<file path="src/rtl/irq_pkg.sv">
package irq_pkg;
   typedef enum logic [1:0] {
      RA_FLAGS  = 2'd0,
      RA_ENABLE = 2'd1,
      RA_VECTOR = 2'd2,
      RA_NONE   = 2'd3
   } reg_addr_e;

   // Code reported for source index idx (lowest index is highest priority)
   function automatic int unsigned src_code(int unsigned idx, int unsigned step);
      return step * (idx + 1);
   endfunction
endpackage

</file>
<file path="src/rtl/irq_flag_bank.sv">
module irq_flag_bank #(
   parameter int unsigned NSRC = 4
) (
   input  logic            clk,
   input  logic            rst_n,
   input  logic [NSRC-1:0] set_i,
   input  logic [NSRC-1:0] clr_i,
   input  logic            wr_i,
   input  logic [NSRC-1:0] wdata_i,
   output logic [NSRC-1:0] flags_o
);
   logic [NSRC-1:0] flags_q;

   for (genvar i = 0; i < NSRC; i++) begin : g_bit
      logic nxt;
      always_comb begin
         nxt = wr_i ? wdata_i[i] : flags_q[i];
         if (clr_i[i]) nxt = 1'b0;
         if (set_i[i]) nxt = 1'b1;   // hardware set has the last word
      end
      always_ff @(posedge clk or negedge rst_n) begin
         if (!rst_n) flags_q[i] <= 1'b0;
         else        flags_q[i] <= nxt;
      end

      // any hardware set is visible after the edge
      a_r9_set_wins: assert property (@(posedge clk) disable iff (!rst_n)
         set_i[i] |=> flags_q[i]);
      // a clear without a competing set takes effect
      a_r4_clear_lands: assert property (@(posedge clk) disable iff (!rst_n)
         (clr_i[i] && !set_i[i]) |=> !flags_q[i]);
      // a plain software write loads the bit
      a_r8_write_loads: assert property (@(posedge clk) disable iff (!rst_n)
         (wr_i && !set_i[i] && !clr_i[i]) |=> (flags_q[i] == $past(wdata_i[i])));
   end

   assign flags_o = flags_q;
endmodule

</file>
<file path="src/rtl/irq_vector_enc.sv">
module irq_vector_enc #(
   parameter int unsigned NSRC     = 4,
   parameter int unsigned VEC_STEP = 2,
   parameter int unsigned VEC_W    = 4
) (
   input  logic [NSRC-1:0]  pend_i,
   output logic [NSRC-1:0]  sel_o,
   output logic [VEC_W-1:0] code_o
);
   import irq_pkg::*;

   for (genvar i = 0; i < NSRC; i++) begin : g_pri
      if (i == 0) begin : g_top
         assign sel_o[i] = pend_i[i];
      end else begin : g_low
         assign sel_o[i] = pend_i[i] & ~(|pend_i[i-1:0]);
      end
   end

   always_comb begin
      code_o = '0;
      for (int unsigned i = 0; i < NSRC; i++) begin
         if (sel_o[i]) code_o = VEC_W'(src_code(i, VEC_STEP));
      end
   end
endmodule

</file>
<file path="src/rtl/irq_req_merge.sv">
module irq_req_merge #(
   parameter int unsigned NUM_CH      = 2,
   parameter bit          REQ_OUT_REG = 1'b0
) (
   input  logic                clk,
   input  logic                rst_n,
   input  logic                gie_i,
   input  logic [2*NUM_CH-1:0] armed_i,   // flags & enables
   output logic                rx_irq_o,
   output logic                tx_irq_o
);
   logic rx_any, tx_any;
   assign rx_any = gie_i & (|armed_i[NUM_CH-1:0]);
   assign tx_any = gie_i & (|armed_i[2*NUM_CH-1:NUM_CH]);

   if (REQ_OUT_REG) begin : g_reg
      logic rx_q, tx_q;
      always_ff @(posedge clk or negedge rst_n) begin
         if (!rst_n) begin
            rx_q <= 1'b0;
            tx_q <= 1'b0;
         end else begin
            rx_q <= rx_any;
            tx_q <= tx_any;
         end
      end
      assign rx_irq_o = rx_q;
      assign tx_irq_o = tx_q;
   end else begin : g_comb
      assign rx_irq_o = rx_any;
      assign tx_irq_o = tx_any;
      // global enable low silences both shared lines
      a_r2_gie_gate: assert property (@(posedge clk) disable iff (!rst_n)
         !gie_i |-> (!rx_irq_o && !tx_irq_o));
   end
endmodule

</file>
<file path="src/rtl/irq_flag_vector_unit.sv">
module irq_flag_vector_unit #(
   parameter int unsigned NUM_CH      = 2,
   parameter int unsigned DATA_W      = 8,
   parameter int unsigned VEC_STEP    = 2,
   parameter bit          REQ_OUT_REG = 1'b0
) (
   input  logic              clk,
   input  logic              rst_n,
   input  logic              gie,
   input  logic [NUM_CH-1:0] rx_done,
   input  logic [NUM_CH-1:0] rx_rd,
   input  logic [NUM_CH-1:0] tx_empty,
   input  logic [NUM_CH-1:0] tx_load,
   input  logic [1:0]        reg_addr,
   input  logic              reg_wr,
   input  logic              reg_rd,
   input  logic [DATA_W-1:0] reg_wdata,
   output logic [DATA_W-1:0] reg_rdata,
   output logic              rx_irq,
   output logic              tx_irq
);
   import irq_pkg::*;

   localparam int unsigned NSRC  = 2 * NUM_CH;
   localparam int unsigned VEC_W = $clog2(VEC_STEP * NSRC + 1);

   if (NUM_CH < 1)       begin : g_chk_ch   $error("NUM_CH must be at least 1");      end
   if (DATA_W < NSRC)    begin : g_chk_dw   $error("DATA_W too narrow for flags");    end
   if (DATA_W < VEC_W)   begin : g_chk_vw   $error("DATA_W too narrow for vector");   end
   if (VEC_STEP < 1)     begin : g_chk_step $error("VEC_STEP must be nonzero");       end

   logic [NSRC-1:0]  flags, en_q, pend, vsel, hw_set, clr;
   logic [VEC_W-1:0] vcode;
   logic             wr_flags, wr_en, rd_vec;

   assign wr_flags = reg_wr && (reg_addr == RA_FLAGS);
   assign wr_en    = reg_wr && (reg_addr == RA_ENABLE);
   assign rd_vec   = reg_rd && (reg_addr == RA_VECTOR);

   // source order: RX of each channel, then TX of each channel
   assign hw_set = {tx_empty, rx_done};
   assign clr    = {tx_load, rx_rd} | (rd_vec ? vsel : '0);

   always_ff @(posedge clk or negedge rst_n) begin
      if (!rst_n)     en_q <= '0;
      else if (wr_en) en_q <= reg_wdata[NSRC-1:0];
   end

   irq_flag_bank #(.NSRC(NSRC)) u_flags (
      .clk     (clk),
      .rst_n   (rst_n),
      .set_i   (hw_set),
      .clr_i   (clr),
      .wr_i    (wr_flags),
      .wdata_i (reg_wdata[NSRC-1:0]),
      .flags_o (flags)
   );

   assign pend = flags & en_q;

   irq_vector_enc #(.NSRC(NSRC), .VEC_STEP(VEC_STEP), .VEC_W(VEC_W)) u_vec (
      .pend_i (pend),
      .sel_o  (vsel),
      .code_o (vcode)
   );

   irq_req_merge #(.NUM_CH(NUM_CH), .REQ_OUT_REG(REQ_OUT_REG)) u_req (
      .clk      (clk),
      .rst_n    (rst_n),
      .gie_i    (gie),
      .armed_i  (pend),
      .rx_irq_o (rx_irq),
      .tx_irq_o (tx_irq)
   );

   always_comb begin
      unique case (reg_addr_e'(reg_addr))
         RA_FLAGS:  reg_rdata = DATA_W'(flags);
         RA_ENABLE: reg_rdata = DATA_W'(en_q);
         RA_VECTOR: reg_rdata = DATA_W'(vcode);
         default:   reg_rdata = '0;
      endcase
   end

   // at most one source is selected for the vector
   a_r6_single_pick: assert property (@(posedge clk) disable iff (!rst_n)
      $onehot0(vsel));
   // a nonzero code always belongs to an enabled source
   a_r10_enabled_only: assert property (@(posedge clk) disable iff (!rst_n)
      (vcode != '0) |-> (|(vsel & en_q)));
   // the reported source is cleared by the read unless re-set by hardware
   a_r7_vec_read_clears: assert property (@(posedge clk) disable iff (!rst_n)
      (rd_vec && (vsel != '0) && ((vsel & hw_set) == '0)) |=> ((flags & $past(vsel)) == '0));
endmodule

</file>
<file path="config.mk">
export PLATFORM = sky130hd
export DESIGN_NAME = irq_flag_vector_unit
export DESIGN_NICKNAME = d
export VERILOG_FILES = /design/src/rtl/irq_pkg.sv /design/src/rtl/irq_flag_bank.sv /design/src/rtl/irq_vector_enc.sv /design/src/rtl/irq_req_merge.sv /design/src/rtl/irq_flag_vector_unit.sv
export SDC_FILE = /design/constraint.sdc
export NUM_CORES = 1
export LEC_CHECK = 0
export ABC_AREA = 1
export BUFFER_PORTS_ARGS = -buffer_cell sky130_fd_sc_hd__buf_4
export CAP_MARGIN = 5
export CORE_ASPECT_RATIO = 0.9
export CORE_UTILIZATION = 25
export CTS_CLUSTER_SIZE = 25
export DETAILED_ROUTE_END_ITERATION = 8
export PLACE_DENSITY = 0.5
export SYNTH_ARGS = -nofsm -noshare
export SYNTH_HDL_FRONTEND = slang
export SYNTH_SLANG_ARGS = --single-unit
export TNS_END_PERCENT = 50
</file>
<file path="constraint.sdc">
create_clock -name clk -period 1.9 [get_ports clk]
set_input_delay 0.095 -clock clk [delete_from_list [all_inputs] [get_ports clk]]
set_output_delay 0.095 -clock clk [all_outputs]
set_load 0.01 [all_outputs]
</file>
# Yosys cells after proc, flatten, opt, wreduce, memory -nomap -nowiden

Cells that the tools add are included.

Register bits after elaboration: 8
Input bits: 23
Output and inout port bits: 10
Logic and storage cells: 46

Equality and inequality tests: 2
Muxes and demuxes: 18
Bitwise operators: 10
Reduce and logical (&&, ||, !) cells: 11

Operators with widths:

| operator           | count |
|---|---|
| $mux 4             | 4 |
| $mux 1             | 12 |
| $pmux 4 s3         | 1 |
| $reduce_bool 3->1  | 4 |
| $and 1x1->1        | 5 |
| $and 4x4->4        | 1 |
| $or 4x4->4         | 1 |
| $reduce_or 2->1    | 2 |
| $logic_and 1x1->1  | 3 |
| $not 1->1          | 3 |
| $reduce_or 3->1    | 1 |
| $eq 2x1->1 const B | 1 |
| $eq 2x2->1 const B | 1 |
| $logic_not 2->1    | 1 |
| $mux 2             | 1 |

# Depth between registers and ports, before layout

Word-level depth: 8
Mapped depth: 6
Mapped depth without buffers: 6

# Cells and area by module

From an unflattened synthesis, not the netlist that was laid out.

Cells, all modules: 122
Area, all modules: 720.7 sq um

Modules (own cells, without submodules):

| module               | times used | cells an instance | area an instance (sq um) | seq. area each (sq um) |
|---|---|---|---|---|
| irq_flag_vector_unit | 1          | 64                | 400.4                    | 100.1 |
| irq_flag_bank        | 1          | 37                | 229.0                    | 100.1 |
| irq_vector_enc       | 1          | 16                | 72.6                     | 0.0 |
| irq_req_merge        | 1          | 5                 | 18.8                     | 0.0 |

# Least setup slack after synthesis

Ideal clock, no wire load.

Kind: register to output
Start: reg en_q[1]
End: out reg_rdata[1]
Arrival: 0.876 ns
Data required time: 1.805 ns
Setup slack: 0.929 ns
Stages on the path, launching flop included: 6
Path buffers: 0
Cells stage by stage: dfrtp_1 nand2_1 nand2_1 nor2_1 nor2_1 o21bai_1

Cells in the longest elaborated chain, start to end: 7
Elaborated cells on any way between the ends: 12
Those cells by class: mux: 4; bitwise: 6; reduce/logical: 2

RTL lines:

| item                     | line                       | source |
|---|---|---|
| start: declaration       | irq_flag_vector_unit.sv:32 | `logic [NSRC-1:0] flags, en_q, pend, vsel, hw_set, clr;` |
| start signal: assignment | irq_flag_vector_unit.sv:46 | `else if (wr_en) en_q <= reg_wdata[NSRC-1:0];` |
| $and 4x4->4              | irq_flag_vector_unit.sv:59 | `assign pend = flags & en_q;` |
| $reduce_or 2->1          | irq_vector_enc.sv:16       | `assign sel_o[i] = pend_i[i] & ~(\|pend_i[i-1:0]);` |
| $not 1->1                | irq_vector_enc.sv:16       |  |
| $and 1x1->1              | irq_vector_enc.sv:16       |  |
| $mux 4 (2 in series)     | irq_vector_enc.sv:23       | `if (sel_o[i]) code_o = VEC_W'(src_code(i, VEC_STEP));` |
| $pmux 4 s3 (*)           | irq_flag_vector_unit.sv:77 | `unique case (reg_addr_e'(reg_addr))` |
| end: declaration         | irq_flag_vector_unit.sv:18 | `output logic [DATA_W-1:0] reg_rdata,` |

Every way passes the cells marked *; elsewhere a longest branch is shown, timed or not.

# Final worst setup path

Same ends and word-level chain as after synthesis.

==> results.cfg <==
[run_status]
outcome = finished, final reports clean

[floorplan]
fp.dieW_um = 54.4
fp.dieArea_um2 = 2670
initial_core_utilization_pct = 27.3
coreArea_um2 = 2260
floorplan.die.height_um = 49.1
boundaryPins = 33
core_rows = 16

[routing]
first_iter_violations = 11
antenna_left = 0
detail_route.wl_per_cell_um = 8.97
drt_pass1_iterations = 2
routed_wirelength_um = 1350
viasPerCell = 4.15
drc = 0
via_count = 627

[logic_synthesis]
synth.yosys.seq_area_share_pct = 32.5
yosys-top-cells-area = sky130_fd_sc_hd__dfrtp_1, sky130_fd_sc_hd__nand2_1, sky130_fd_sc_hd__inv_1, sky130_fd_sc_hd__nand3_1, sky130_fd_sc_hd__nor2_4
yosysWarningCount = 0
postSynthRegisterBits = 8
yosys.cell_types.count = 15
synth_area_per_cell_um2 = 6.29
synth_top_cell_by_area = sky130_fd_sc_hd__dfrtp_1
synthCells = 98
synth.top_cell.area_share_pct = 32.5
syn_area_um2 = 617

[sta]
timing.setup.tns_ns = 0
fmaxAchievable_mhz = 729
final-setup-viol-count = 0
final.hold.worst_slack_ns = 0.0243
count_of_final_max_slew_check_failures = 0
final.setup_skew_ns = 0.00167
rsz0062_at_grt = false
min_period_over_period_pct = 72.2
min_period_ns = 1.37
hold_violations = 0

[clock_tree]
cts_resized = 0
cts_num_sinks = 8
clock_pin_slew_on_the_worst_setup_and_hold_paths_ns = 0.06
cts-buffers-inserted = 3
tritoncts = yes
clock-root-buffer = sky130_fd_sc_hd__clkbuf_4
h_tree_levels = 1
clkLatencyLatePin_ns = 0.25
ctsLongestPathBuffers = 2

[place]
dp_hpwl_um = 1110
post_dp_cell_area_um2 = 808
gp_routability_congestion = 0.811
place_inst = 147
io_buffers = 24

[power_and_ir_drop]
peak_supply_drop_uv = 230
switching_share_pct = 32.6
seqPwrFrac_pct = 40.7
power.switching_uw = 165
power.combinational.fraction_pct = 33.3
cellPowerDensity_nw_per_um2 = 603
internal_power_uw = 342
post-layout-total-power_uw = 507
clock_network_power_share_pct = 25.9
leakage_nw = 0.484

[grt]
grt.met1_usage_pct = 17.0
antenna_violations_before_repair = 0
groute.usage.overall_pct = 11.5
gr-usage-met3_pct = 0
grt_pass1_wl_um = 2220
gr-max-usage-layer = met1
use_met2_pct = 15.4
grt_start_max_net_pins = 11
first_global_vias = 514
globalRouteOverflowTotal = 0

[cells_and_area]
multi_input_gate_area_um2 = 319
areaGrowthSynthToFinish_pct = 36.3
post_route_cells_drive_above_1_share_pct = 26.6
postLayoutCellArea_um2 = 841
design.final.nets = 149
layout.cells.non_filler = 151
fillers = 258
area.sequential_um2 = 200
antenna_cells = 0

[setup_path]
cp_max_fo = 3
setup.worst_path.start_class = flop
register_to_register_path_depth = 6
setup.worst_path.class = flop to output port
cp-end-kind = output port
cp_data_arrival_time_ns = 1.28
required_ns = 1.80

[min_path]
worstHoldPathType = input pin to flop
min_delay_path_depth = 3

[job]
cap_violations = 0
path summary, 6_finish.rpt:
check / startpoint / endpoint / slack [ns]
setup / recovery: en_q[1]$_DFFE_PN0P_ / reg_rdata[1] / 0.53
hold / removal: tx_empty[0] / u_flags.flags_o[2]$_DFFE_PN0P_ / 0.02
setup reg to reg: en_q[1]$_DFFE_PN0P_ / u_flags.flags_o[3]$_DFFE_PN0P_ / 0.88
hold reg to reg: en_q[1]$_DFFE_PN0P_ / en_q[1]$_DFFE_PN0P_ / 0.53
max in group asynchronous: rst_n / u_flags.flags_o[2]$_DFFE_PN0P_ / 1.57
min in group asynchronous: rst_n / u_flags.flags_o[0]$_DFFE_PN0P_ / 0.20
placed cells by master (no fill, tap or decap), drive strengths merged:
| master | n |
|---|---|
| dlygate4sd3 | 1 |
| conb | 4 |
| buf | 24 |
| o21ai | 6 |
| a21oi | 5 |
| nand3 | 8 |
| dfrtp | 8 |
| nor2 | 9 |
| clkbuf | 3 |
| nand4 | 1 |
| nand2 | 33 |
| inv | 20 |
| o21bai | 2 |
power groups by stage:
stage | clock, mW | combinational [mW] | sequential (mW)
after floorplan | 0 | 0.103 | 0.205
after global placement | 0 | 0.167 | 0.209
after detailed placement | 0 | 0.169 | 0.209
after CTS | 0.138 | 0.171 | 0.206
after global routing | 0.148 | 0.191 | 0.211
final | 0.132 | 0.169 | 0.206
Yosys cell counts:
cell type                  instances
sky130_fd_sc_hd__buf_4             4
sky130_fd_sc_hd__nor2_4            3
sky130_fd_sc_hd__clkbuf_1          1
sky130_fd_sc_hd__o21ai_0           1
sky130_fd_sc_hd__inv_1            20
sky130_fd_sc_hd__nor2_1            6
sky130_fd_sc_hd__o21ai_1           5
sky130_fd_sc_hd__nand2_2           3
sky130_fd_sc_hd__nand3_1           8
sky130_fd_sc_hd__o21bai_1          2
sky130_fd_sc_hd__conb_1            1
sky130_fd_sc_hd__dfrtp_1           8
sky130_fd_sc_hd__a21oi_1           5
sky130_fd_sc_hd__nand2_1          30
sky130_fd_sc_hd__nand4_1           1
per-layer routing:
layer | share of wire (%) | vias to the layer above | wire (um)
li1 | - | 341 | -
met1 | 53 | 267 | 720
met2 | 41 | 17 | 557
met3 | 4.0 | 2 | 54
met4 | 1.6 | 0 | 21
met5 | 0 | - | 0
kinds of logic after synthesis:
family                 after synthesis  synth area share, %
and+or+nand+nor                     51                 37.9
buffers and inverters               25                 17.6
AOI/OAI and AO/OA                   13                 11.4
DFF                                  8                 32.5
other                                1                0.608
per-stage QoR:
stage / utilization [%] / setup WS (ns)
2_1_floorplan: - / 0.929
6_report: 37.2 / 0.529
3_3_place_gp: 35.7 / 0.807
5_1_grt: 37.2 / 0.411
3_5_place_dp: 35.7 / 0.791
4_1_cts: 37.2 / 0.509
repair_timing:
action | 4_1_cts | 5_1_grt
buffers inserted | 0 | 0
hold buffers | 1 | 0
hold endpoints to repair | 8 | 0
endpoints found under the setup margin | 0 | 0
worst max-delay path: stages, from the launching register on:
cell and delay [ns]:
sky130_fd_sc_hd__dfrtp_1 0.39, sky130_fd_sc_hd__nand2_1 0.11, sky130_fd_sc_hd__nand2_1 0.08, sky130_fd_sc_hd__nor2_1 0.13, sky130_fd_sc_hd__nor2_1 0.05, sky130_fd_sc_hd__o21bai_1 0.13
sky130_fd_sc_hd__buf_4 0.14
state kept, by name (all words and copies together) (netlist names):
signal and count:
u_flags.flags_o 4, en_q 4
cell type report:
type	count	share of cell area, %
inverter	20	8.93
timing repair buffer	25	22.6
sequential	8	23.8
tap	27	4.02
multi-input combinational	68	37.9
clock buffer	3	2.68
No activity file was read; power rests on OpenSTA's default activity.
